File: src/rtl/bcc_pkg.sv
package bcc_pkg;
  parameter int ADDR_W     = 32;
  parameter int FILL_BEATS = 4;
  localparam int CNT_W = (FILL_BEATS > 1) ? $clog2(FILL_BEATS) : 1;

  typedef struct packed {
    logic [ADDR_W-1:0] addr;
    logic              wr;
    logic              mem;
    logic              lock;
    logic              wb;
  } bcc_cyc_t;
endpackage

File: src/rtl/bcc_beat_tracker.sv
module bcc_beat_tracker
  import bcc_pkg::*;
(
  input  logic clk,
  input  logic rst_n,
  input  logic cur_v,
  input  logic cur_rd_mem,
  input  logic brdy,
  input  logic nxt_addr,
  input  logic cache_en,
  output logic fill_now,
  output logic cur_done,
  output logic na_seen
);
  logic             sampled_q, sampled_d;
  logic             fill_q, fill_d;
  logic             na_q, na_d;
  logic [CNT_W-1:0] cnt_q, cnt_d;
  logic             samp_en;

  assign samp_en  = cur_v && !sampled_q && (nxt_addr || brdy);
  assign fill_now = sampled_q ? fill_q : (cur_rd_mem && cache_en);
  assign cur_done = cur_v && brdy &&
                    (!fill_now || (cnt_q == CNT_W'(FILL_BEATS-1)));
  assign na_seen  = na_q;

  always_comb begin
    sampled_d = sampled_q;
    fill_d    = fill_q;
    na_d      = na_q;
    cnt_d     = cnt_q;
    if (cur_done) begin
      sampled_d = 1'b0;
      fill_d    = 1'b0;
      na_d      = 1'b0;
      cnt_d     = '0;
    end else if (cur_v) begin
      if (samp_en) begin
        sampled_d = 1'b1;
        fill_d    = cur_rd_mem && cache_en;
      end
      if (brdy)     cnt_d = cnt_q + 1'b1;
      if (nxt_addr) na_d  = 1'b1;
    end
  end

  always_ff @(posedge clk or negedge rst_n) begin
    if (!rst_n) begin
      sampled_q <= 1'b0;
      fill_q    <= 1'b0;
      na_q      <= 1'b0;
      cnt_q     <= '0;
    end else begin
      sampled_q <= sampled_d;
      fill_q    <= fill_d;
      na_q      <= na_d;
      cnt_q     <= cnt_d;
    end
  end
endmodule

File: src/rtl/bcc_issue_gate.sv
module bcc_issue_gate (
  input  logic req_valid,
  input  logic req_lock,
  input  logic req_wb,
  input  logic cur_v,
  input  logic cur_lock,
  input  logic cur_wb,
  input  logic pipe_v,
  input  logic cur_done,
  input  logic nxt_addr,
  input  logic na_seen,
  output logic issue_idle,
  output logic issue_pipe
);
  logic pipe_ok;

  assign pipe_ok    = !cur_lock && !cur_wb && !req_lock && !req_wb;
  assign issue_idle = req_valid && !cur_v;
  assign issue_pipe = req_valid && cur_v && !pipe_v && !cur_done &&
                      (nxt_addr || na_seen) && pipe_ok;
endmodule

File: src/rtl/bcc_bus_ctrl.sv
module bcc_bus_ctrl
  import bcc_pkg::*;
(
  input  logic              clk,
  input  logic              rst_n,
  input  logic              req_valid,
  input  logic [ADDR_W-1:0] req_addr,
  input  logic              req_write,
  input  logic              req_mem,
  input  logic              req_lock,
  input  logic              req_wb,
  input  logic              brdy,
  input  logic              nxt_addr,
  input  logic              cache_en,
  output logic              ads,
  output logic [ADDR_W-1:0] bus_addr,
  output logic              bus_mio,
  output logic              bus_write,
  output logic              data_valid,
  output logic              cycle_done,
  output logic              fill_done
);
  bcc_cyc_t cur_q, cur_d, pipe_q, pipe_d, req_c;
  logic     cur_v_q, cur_v_d, pipe_v_q, pipe_v_d;
  logic     issue_idle, issue_pipe, cur_done, fill_now, na_seen;
  logic     cur_lock, cur_wb, cur_wr, cur_mem;

  assign req_c    = '{addr: req_addr, wr: req_write, mem: req_mem,
                      lock: req_lock, wb: req_wb};
  assign cur_lock = cur_q.lock;
  assign cur_wb   = cur_q.wb;
  assign cur_wr   = cur_q.wr;
  assign cur_mem  = cur_q.mem;

  bcc_beat_tracker u_trk (
    .clk        (clk),
    .rst_n      (rst_n),
    .cur_v      (cur_v_q),
    .cur_rd_mem (!cur_wr && cur_mem),
    .brdy       (brdy),
    .nxt_addr   (nxt_addr),
    .cache_en   (cache_en),
    .fill_now   (fill_now),
    .cur_done   (cur_done),
    .na_seen    (na_seen)
  );

  bcc_issue_gate u_gate (
    .req_valid  (req_valid),
    .req_lock   (req_lock),
    .req_wb     (req_wb),
    .cur_v      (cur_v_q),
    .cur_lock   (cur_lock),
    .cur_wb     (cur_wb),
    .pipe_v     (pipe_v_q),
    .cur_done   (cur_done),
    .nxt_addr   (nxt_addr),
    .na_seen    (na_seen),
    .issue_idle (issue_idle),
    .issue_pipe (issue_pipe)
  );

  assign ads        = issue_idle || issue_pipe;
  assign bus_addr   = req_addr;
  assign bus_mio    = req_mem;
  assign bus_write  = req_write;
  assign data_valid = cur_v_q && brdy && !cur_wr;
  assign cycle_done = cur_done;
  assign fill_done  = cur_done && fill_now;

  always_comb begin
    cur_d    = cur_q;
    cur_v_d  = cur_v_q;
    pipe_d   = pipe_q;
    pipe_v_d = pipe_v_q;
    if (cur_done) begin
      cur_d    = pipe_q;
      cur_v_d  = pipe_v_q;
      pipe_v_d = 1'b0;
    end
    if (issue_idle) begin
      cur_d   = req_c;
      cur_v_d = 1'b1;
    end
    if (issue_pipe) begin
      pipe_d   = req_c;
      pipe_v_d = 1'b1;
    end
  end

  always_ff @(posedge clk or negedge rst_n) begin
    if (!rst_n) begin
      cur_q    <= '0;
      cur_v_q  <= 1'b0;
      pipe_q   <= '0;
      pipe_v_q <= 1'b0;
    end else begin
      cur_q    <= cur_d;
      cur_v_q  <= cur_v_d;
      pipe_q   <= pipe_d;
      pipe_v_q <= pipe_v_d;
    end
  end
endmodule

File: config.mk
export PLATFORM = sky130hd
export DESIGN_NAME = bcc_bus_ctrl
export DESIGN_NICKNAME = d
export VERILOG_FILES = /design/src/rtl/bcc_pkg.sv /design/src/rtl/bcc_beat_tracker.sv /design/src/rtl/bcc_issue_gate.sv /design/src/rtl/bcc_bus_ctrl.sv
export SDC_FILE = /design/constraint.sdc
export NUM_CORES = 1
export LEC_CHECK = 0
export BUFFER_PORTS_ARGS = -buffer_cell sky130_fd_sc_hd__buf_2
export CAP_MARGIN = 5
export CORE_AREA = 2 2 55 57
export CTS_CLUSTER_DIAMETER = 60
export CTS_CLUSTER_SIZE = 20
export DETAILED_ROUTE_END_ITERATION = 6
export DIE_AREA = 0 0 57 59
export GPL_ROUTABILITY_DRIVEN = 0
export PLACE_DENSITY = 0.76
export SETUP_SLACK_MARGIN = 0.2
export SYNTH_ARGS = -nofsm -noshare
export SYNTH_HDL_FRONTEND = slang
export SYNTH_SLANG_ARGS = --single-unit
File: constraint.sdc
create_clock -name clk -period 1.9 [get_ports clk]
set_clock_uncertainty 0.05 [all_clocks]
set_input_delay 0.095 -clock clk [delete_from_list [all_inputs] [get_ports clk]]
set_output_delay 0.095 -clock clk [all_outputs]
set_load 0.02 [all_outputs]
# Word level (Yosys, flattened, before mapping)
# Index checks and enable logic that the tools add are counted.
[op_classes]
addsub = 1
eq_ne = 1
mux = 19
n_reduce_logical = 40
[op_table]
columns = ["cell", "n"]
rows = [
  ["logical AND 1 bit", 17],
  ["two-way mux 1 bit", 14],
  ["nonzero test 2 bit", 6],
  ["logical NOT 1 bit", 10],
  ["two-way mux 4 bit", 2],
  ["two-way mux 2 bit", 3],
  ["AND reduction 2 bit", 3],
  ["logical OR 1 bit", 4],
  ["adder 2 x 1 -> 2 bit (second input constant)", 1],
  ["equality test 2 bit (second input constant)", 1],
]
[totals]
reg_bits = 15
inputBits = 42
output_inout_bits = 38
wordCells = 75

# Logic depth before layout (Yosys ltp)
[logic_depth]
ltp_word = 12
ltp_mapped = 6
depth_no_buf = 4

# Hierarchy
# From an unflattened synthesis, not the netlist that was laid out.
[unflattened]
hier_cells = 102
hier_area_um2 = 1013.5
[by_module_without_submodules]
columns = ["module", "n_inst", "cells_per_inst", "area_per_inst_um2", "seq_area_each_um2"]
rows = [
  ["bcc_bus_ctrl", 1, 71, 698.2, 250.2],
  ["bcc_beat_tracker", 1, 27, 269.0, 125.1],
  ["bcc_issue_gate", 1, 4, 46.3, 0.0],
]

# Worst setup path after synthesis
# OpenSTA, ideal clock, no wires.
[synth_timing]
kind = "flip-flop to flip-flop"
from = "reg u_trk.cnt_q[0]"
to = "reg cur_q (netlist bit cur_lock)"
setup_time_ps = 157
t_arrival_ps = 1331
t_required_ps = 1693
path_slack_ps = 362
stages_incl_launch_ff = 5
path_buffers = 0
synth_period_minus_slack_ps = 1538
cell_sequence = "dfrtp_1 ha_1 inv_1 a21oi_1 o211ai_1"
[synth_via]
elab_chain_len = 4
[synth_rtl]
columns = ["item", "line_no", "rtl"]
rows = [
  ["start, declared", "bcc_beat_tracker.sv:18", "logic [CNT_W-1:0] cnt_q, cnt_d;"],
  ["start signal, assigned", "bcc_beat_tracker.sv:57", "cnt_q <= cnt_d;"],
  ["equality test 2 bit", "bcc_beat_tracker.sv:24", "(!fill_now || (cnt_q == CNT_W'(FILL_BEATS-1)));"],
  ["logical OR 1 bit", "bcc_beat_tracker.sv:24", ""],
  ["logical AND 1 bit", "bcc_beat_tracker.sv:23", "assign cur_done = cur_v && brdy &&"],
  ["via cycle_done", "bcc_bus_ctrl.sv:20", "output logic cycle_done,"],
  ["nonzero test 2 bit (no line)", "n/a", ""],
  ["end signal, assigned", "bcc_bus_ctrl.sv:98", "cur_q <= cur_d;"],
  ["end, declared", "bcc_bus_ctrl.sv:23", "bcc_cyc_t cur_q, cur_d, pipe_q, pipe_d, req_c;"],
]
# The timed path passes the listed nets, and every way through them passes these cells.
# A chain may end at the register's enable or synchronous reset.

# Worst setup path in the final report
[layout_timing]
from = "reg cur_q (netlist bit cur_wr)"
to = "out ads"
[layout_via]
elab_chain_len = 12
[layout_rtl]
columns = ["item", "line_no", "rtl"]
rows = [
  ["logical NOT 1 bit", "bcc_bus_ctrl.sv:39", ".cur_rd_mem (!cur_wr && cur_mem),"],
  ["logical AND 1 bit", "bcc_bus_ctrl.sv:39", ""],
  ["logical AND 1 bit", "bcc_beat_tracker.sv:22", "assign fill_now = sampled_q ? fill_q : (cur_rd_mem && cache_en);"],
  ["two-way mux 1 bit", "bcc_beat_tracker.sv:22", ""],
  ["logical NOT 1 bit", "bcc_beat_tracker.sv:24", ""],
  ["logical OR 1 bit", "bcc_beat_tracker.sv:24", ""],
  ["logical AND 1 bit", "bcc_beat_tracker.sv:23", ""],
  ["logical NOT 1 bit", "bcc_issue_gate.sv:19", "assign issue_pipe = req_valid && cur_v && !pipe_v && !cur_done &&"],
  ["logical AND 1 bit (2 in series)", "bcc_issue_gate.sv:19", ""],
  ["logical AND 1 bit", "bcc_issue_gate.sv:20", "(nxt_addr || na_seen) && pipe_ok;"],
  ["logical OR 1 bit", "bcc_bus_ctrl.sv:63", "assign ads = issue_idle || issue_pipe;"],
  ["end, declared", "bcc_bus_ctrl.sv:15", "output logic ads,"],
]
# No other way between the ends.

==> impl_results.md <==
- Htree depth: 1
- Initial drt markers: 14
- Gr usage total: 0.123
- Reg2reg setup slack: 0.24 ns
- Grt total ovfl: 0
- Period utilization: 0.886
- Worst Path Arrival: 1.54 ns
- Share of layout cells above drive strength 1: 0.379
- PwrDens: 1280 nW/um^2
- Final Instance Area: 960 um^2
- Ys Warns: 0
- Area leader, netlist: dfrtp_1
- Cell Area, Placed: 852 um^2
- Seq cells post-synth: 15
- Async S/R FF share, synth: 1.00
- Worst VDD drop: 0.564 mV
- Register area share after synthesis: 0.372
- Required time worst endpoint: 1.75 ns
- Tmin final: 1.68 ns
- Max cap viols: 0
- Total chip power: 1230 uW
- Later-pin clock latency in the skew report: a little under 0.3 ns
- Post-synth EDFFs: 0
- WS Path Type: register to output pin
- Reg2reg end: pipe_q[3]
- Startpoint type of the worst setup path: register
- Die area: 3360 um^2
- Worst hold path class: input pin to register
- First-pass GRT wire length: 3030 um
- Lkg Pwr: between 0.0004 and 0.0005 uW
- Vias in the first global route: ~650
- Final cell count without fillers: 126
- CTS tree: done
- Row cnt: 19
- Worst-Margin Slew: 0.332 ns
- Bufs on Longest Clock Path: 2
- Filler Cells Inserted: 302
- Post-synth design cell area: 1010 um^2
- Pre-antenna DRT Iters: 5
- Clk root buf: clkbuf_4
- Worst-path fanout max: 2
- Peak Freq: 594 MHz
- Initial Util: 0.372
- RSZ-0062 raised after global routing: true
- Slew Limit Fails: 0
- Slew margin rel.: 0.779
- Multi-input logic area: 378 um^2
- R2r worst-path depth: 5
- PortBufs: 15
- Diodes inserted: 0
- Syn nets: 149
- I/O pin total: 80
- Most frequent cells after synthesis: 34 x buf_4, 15 x dfrtp_1, 12 x nand2_1, 6 x a21oi_1, 5 x nor2_1
- Status: complete, no violations
- Number of setup violations in the final report: 0
- DR DRC count: 0
- DRT Wirelength: 1910 um
- Synth top area cells: dfrtp_1 37%, buf_4 25%, nand2_1 4.5%
- Num CTS Buffers: 3
- Die Y-Extent: 59 um
- Clock Pin Slew Worst Setup and Hold Paths: 0.09 ns
- Final TNS setup: 0 ns
- P&R area growth vs syn: -4.84%
- Avg Inst Size Synth: 9.51 um^2
- Area share of the largest cell type after synthesis: 0.372
- Worst r2r src: cur_wr
- Antenna Violating Nets Remaining: 0
- Critical Path Sink: ads
- WL/cell: 15.1 um
- Placed cell count: between 100 and 150
- Clk sink count: 15
- Worst Setup SP: cur_wr
- Post-Syn Instances: 106
- Final hold vios: 0
- Most common cell in the netlist: buf_4
- # nets final: 139
- Final HPWL DP: 1350 um
- Top FF cell, synth: dfrtp_1
- Worst Setup End Kind: output pin
- Storage cell area: 377 um^2
- Unique cell type count in the Yosys netlist: 27
- Chip width: around 57 um
- Core Region: 2710 um^2
- Vias: 643
- Drt via density: 5.10
- Largest net degree at the start of global routing: 16
- Initial antenna violation count: 0
[cells by family after synthesis]
kind of cell	share of synthesized area
buf+inv	0.279
simple gates	0.164
fa+ha+maj	0.0124
flops	0.372
mux	0.0409
compound gates	0.132
[sequential cells by signal (all words and copies together), names as in the netlist]
| signal | cells |
|---|---|
| pipe_v_q | 1 |
| u_trk.na_seen | 1 |
| pipe_q | 4 |
| cur_mem | 1 |
| cur_wr | 1 |
| u_trk.fill_q | 1 |
| u_trk.sampled_q | 1 |
| cur_v_q | 1 |
| u_trk.cnt_q | 2 |
| cur_lock | 1 |
| cur_wb | 1 |
[placed cells by master (no fill, tap or decap)]
master and n:
and2_1 1, mux2_2 1, nand2b_1 1, o2111ai_2 1, o211ai_1 3, a41oi_1 1, mux2_4 2, and2_2 2
dlygate4sd3_1 1, and3_1 1, nand4bb_4 1, buf_2 14, a21oi_4 1, nand3_1 4, dfrtp_1 14, a21oi_1 5
inv_1 3, nor3_1 1, clkbuf_1 1, ha_2 1, dfrtp_2 1, nor2b_1 1, buf_4 5, nor4b_2 1
nor2_1 5, clkbuf_4 3, o21ai_0 3, a21o_1 1, a32o_1 1, buf_6 1, nand2_1 12, a21o_4 2
[final cells by class]
class,count,area share
well taps,31,0.0404
clock buffers,4,0.0274
inverters,3,0.0117
flip-flops and latches,15,0.392
multi-input cells,52,0.394
repair buffers,21,0.134
[power by group]
group / internal [uW] / switching (uW)
Clock: 81.7 / 105
Combinational: 248 / 247
Sequential: 440 / 106
[metrics by stage]
step           utilization  setup slack, ns  hold slack (ns)
6_report             0.354            0.216           0.0134
5_1_grt              0.354            0.154           0.0148
4_1_cts              0.347            0.199           0.0105
3_5_place_dp         0.314            0.251          -0.0361
3_3_place_gp         0.314            0.346          -0.0399
2_1_floorplan            -            0.362           -0.251
[layer usage]
metal  global-route usage  share of wire  vias up
li1                     -              -      301
met1                0.133           0.40      303
met2                0.195           0.46       29
met3               0.0371          0.097       10
met4                0.106          0.039        0
met5                    0              0        -
[worst min path at each step]
stage          cells past startpoint     from   endpoint  slack, ns
6_report                           2  req_mem  pipe_q[2]       0.01
5_1_grt                            2  req_mem  pipe_q[2]       0.01
4_1_cts                            2  req_mem  pipe_q[2]       0.01
3_5_place_dp                       1    rst_n  pipe_q[3]      -0.04
3_3_place_gp                       1    rst_n  pipe_q[2]      -0.04
2_1_floorplan                      0    rst_n   cur_lock      -0.25
[critical path, cell delays in order (launching register included)]
cell and delay [ns]:
dfrtp_1 0.40, nand4bb_4 0.23, a21o_4 0.22, a21o_4 0.21, nand2_1 0.07, buf_6 0.12
[timing repair]
| item | CTS | global route |
|---|---|---|
| setup buffers | 4 | 1 |
| resized for setup | 5 | 3 |
| pin swaps | 4 | 1 |
| hold buffers | 1 | 0 |
| endpoints found under the setup margin | 2 | 5 |
| hold endpoints to repair | 15 | 0 |
Power figures use the tool's default switching activity.
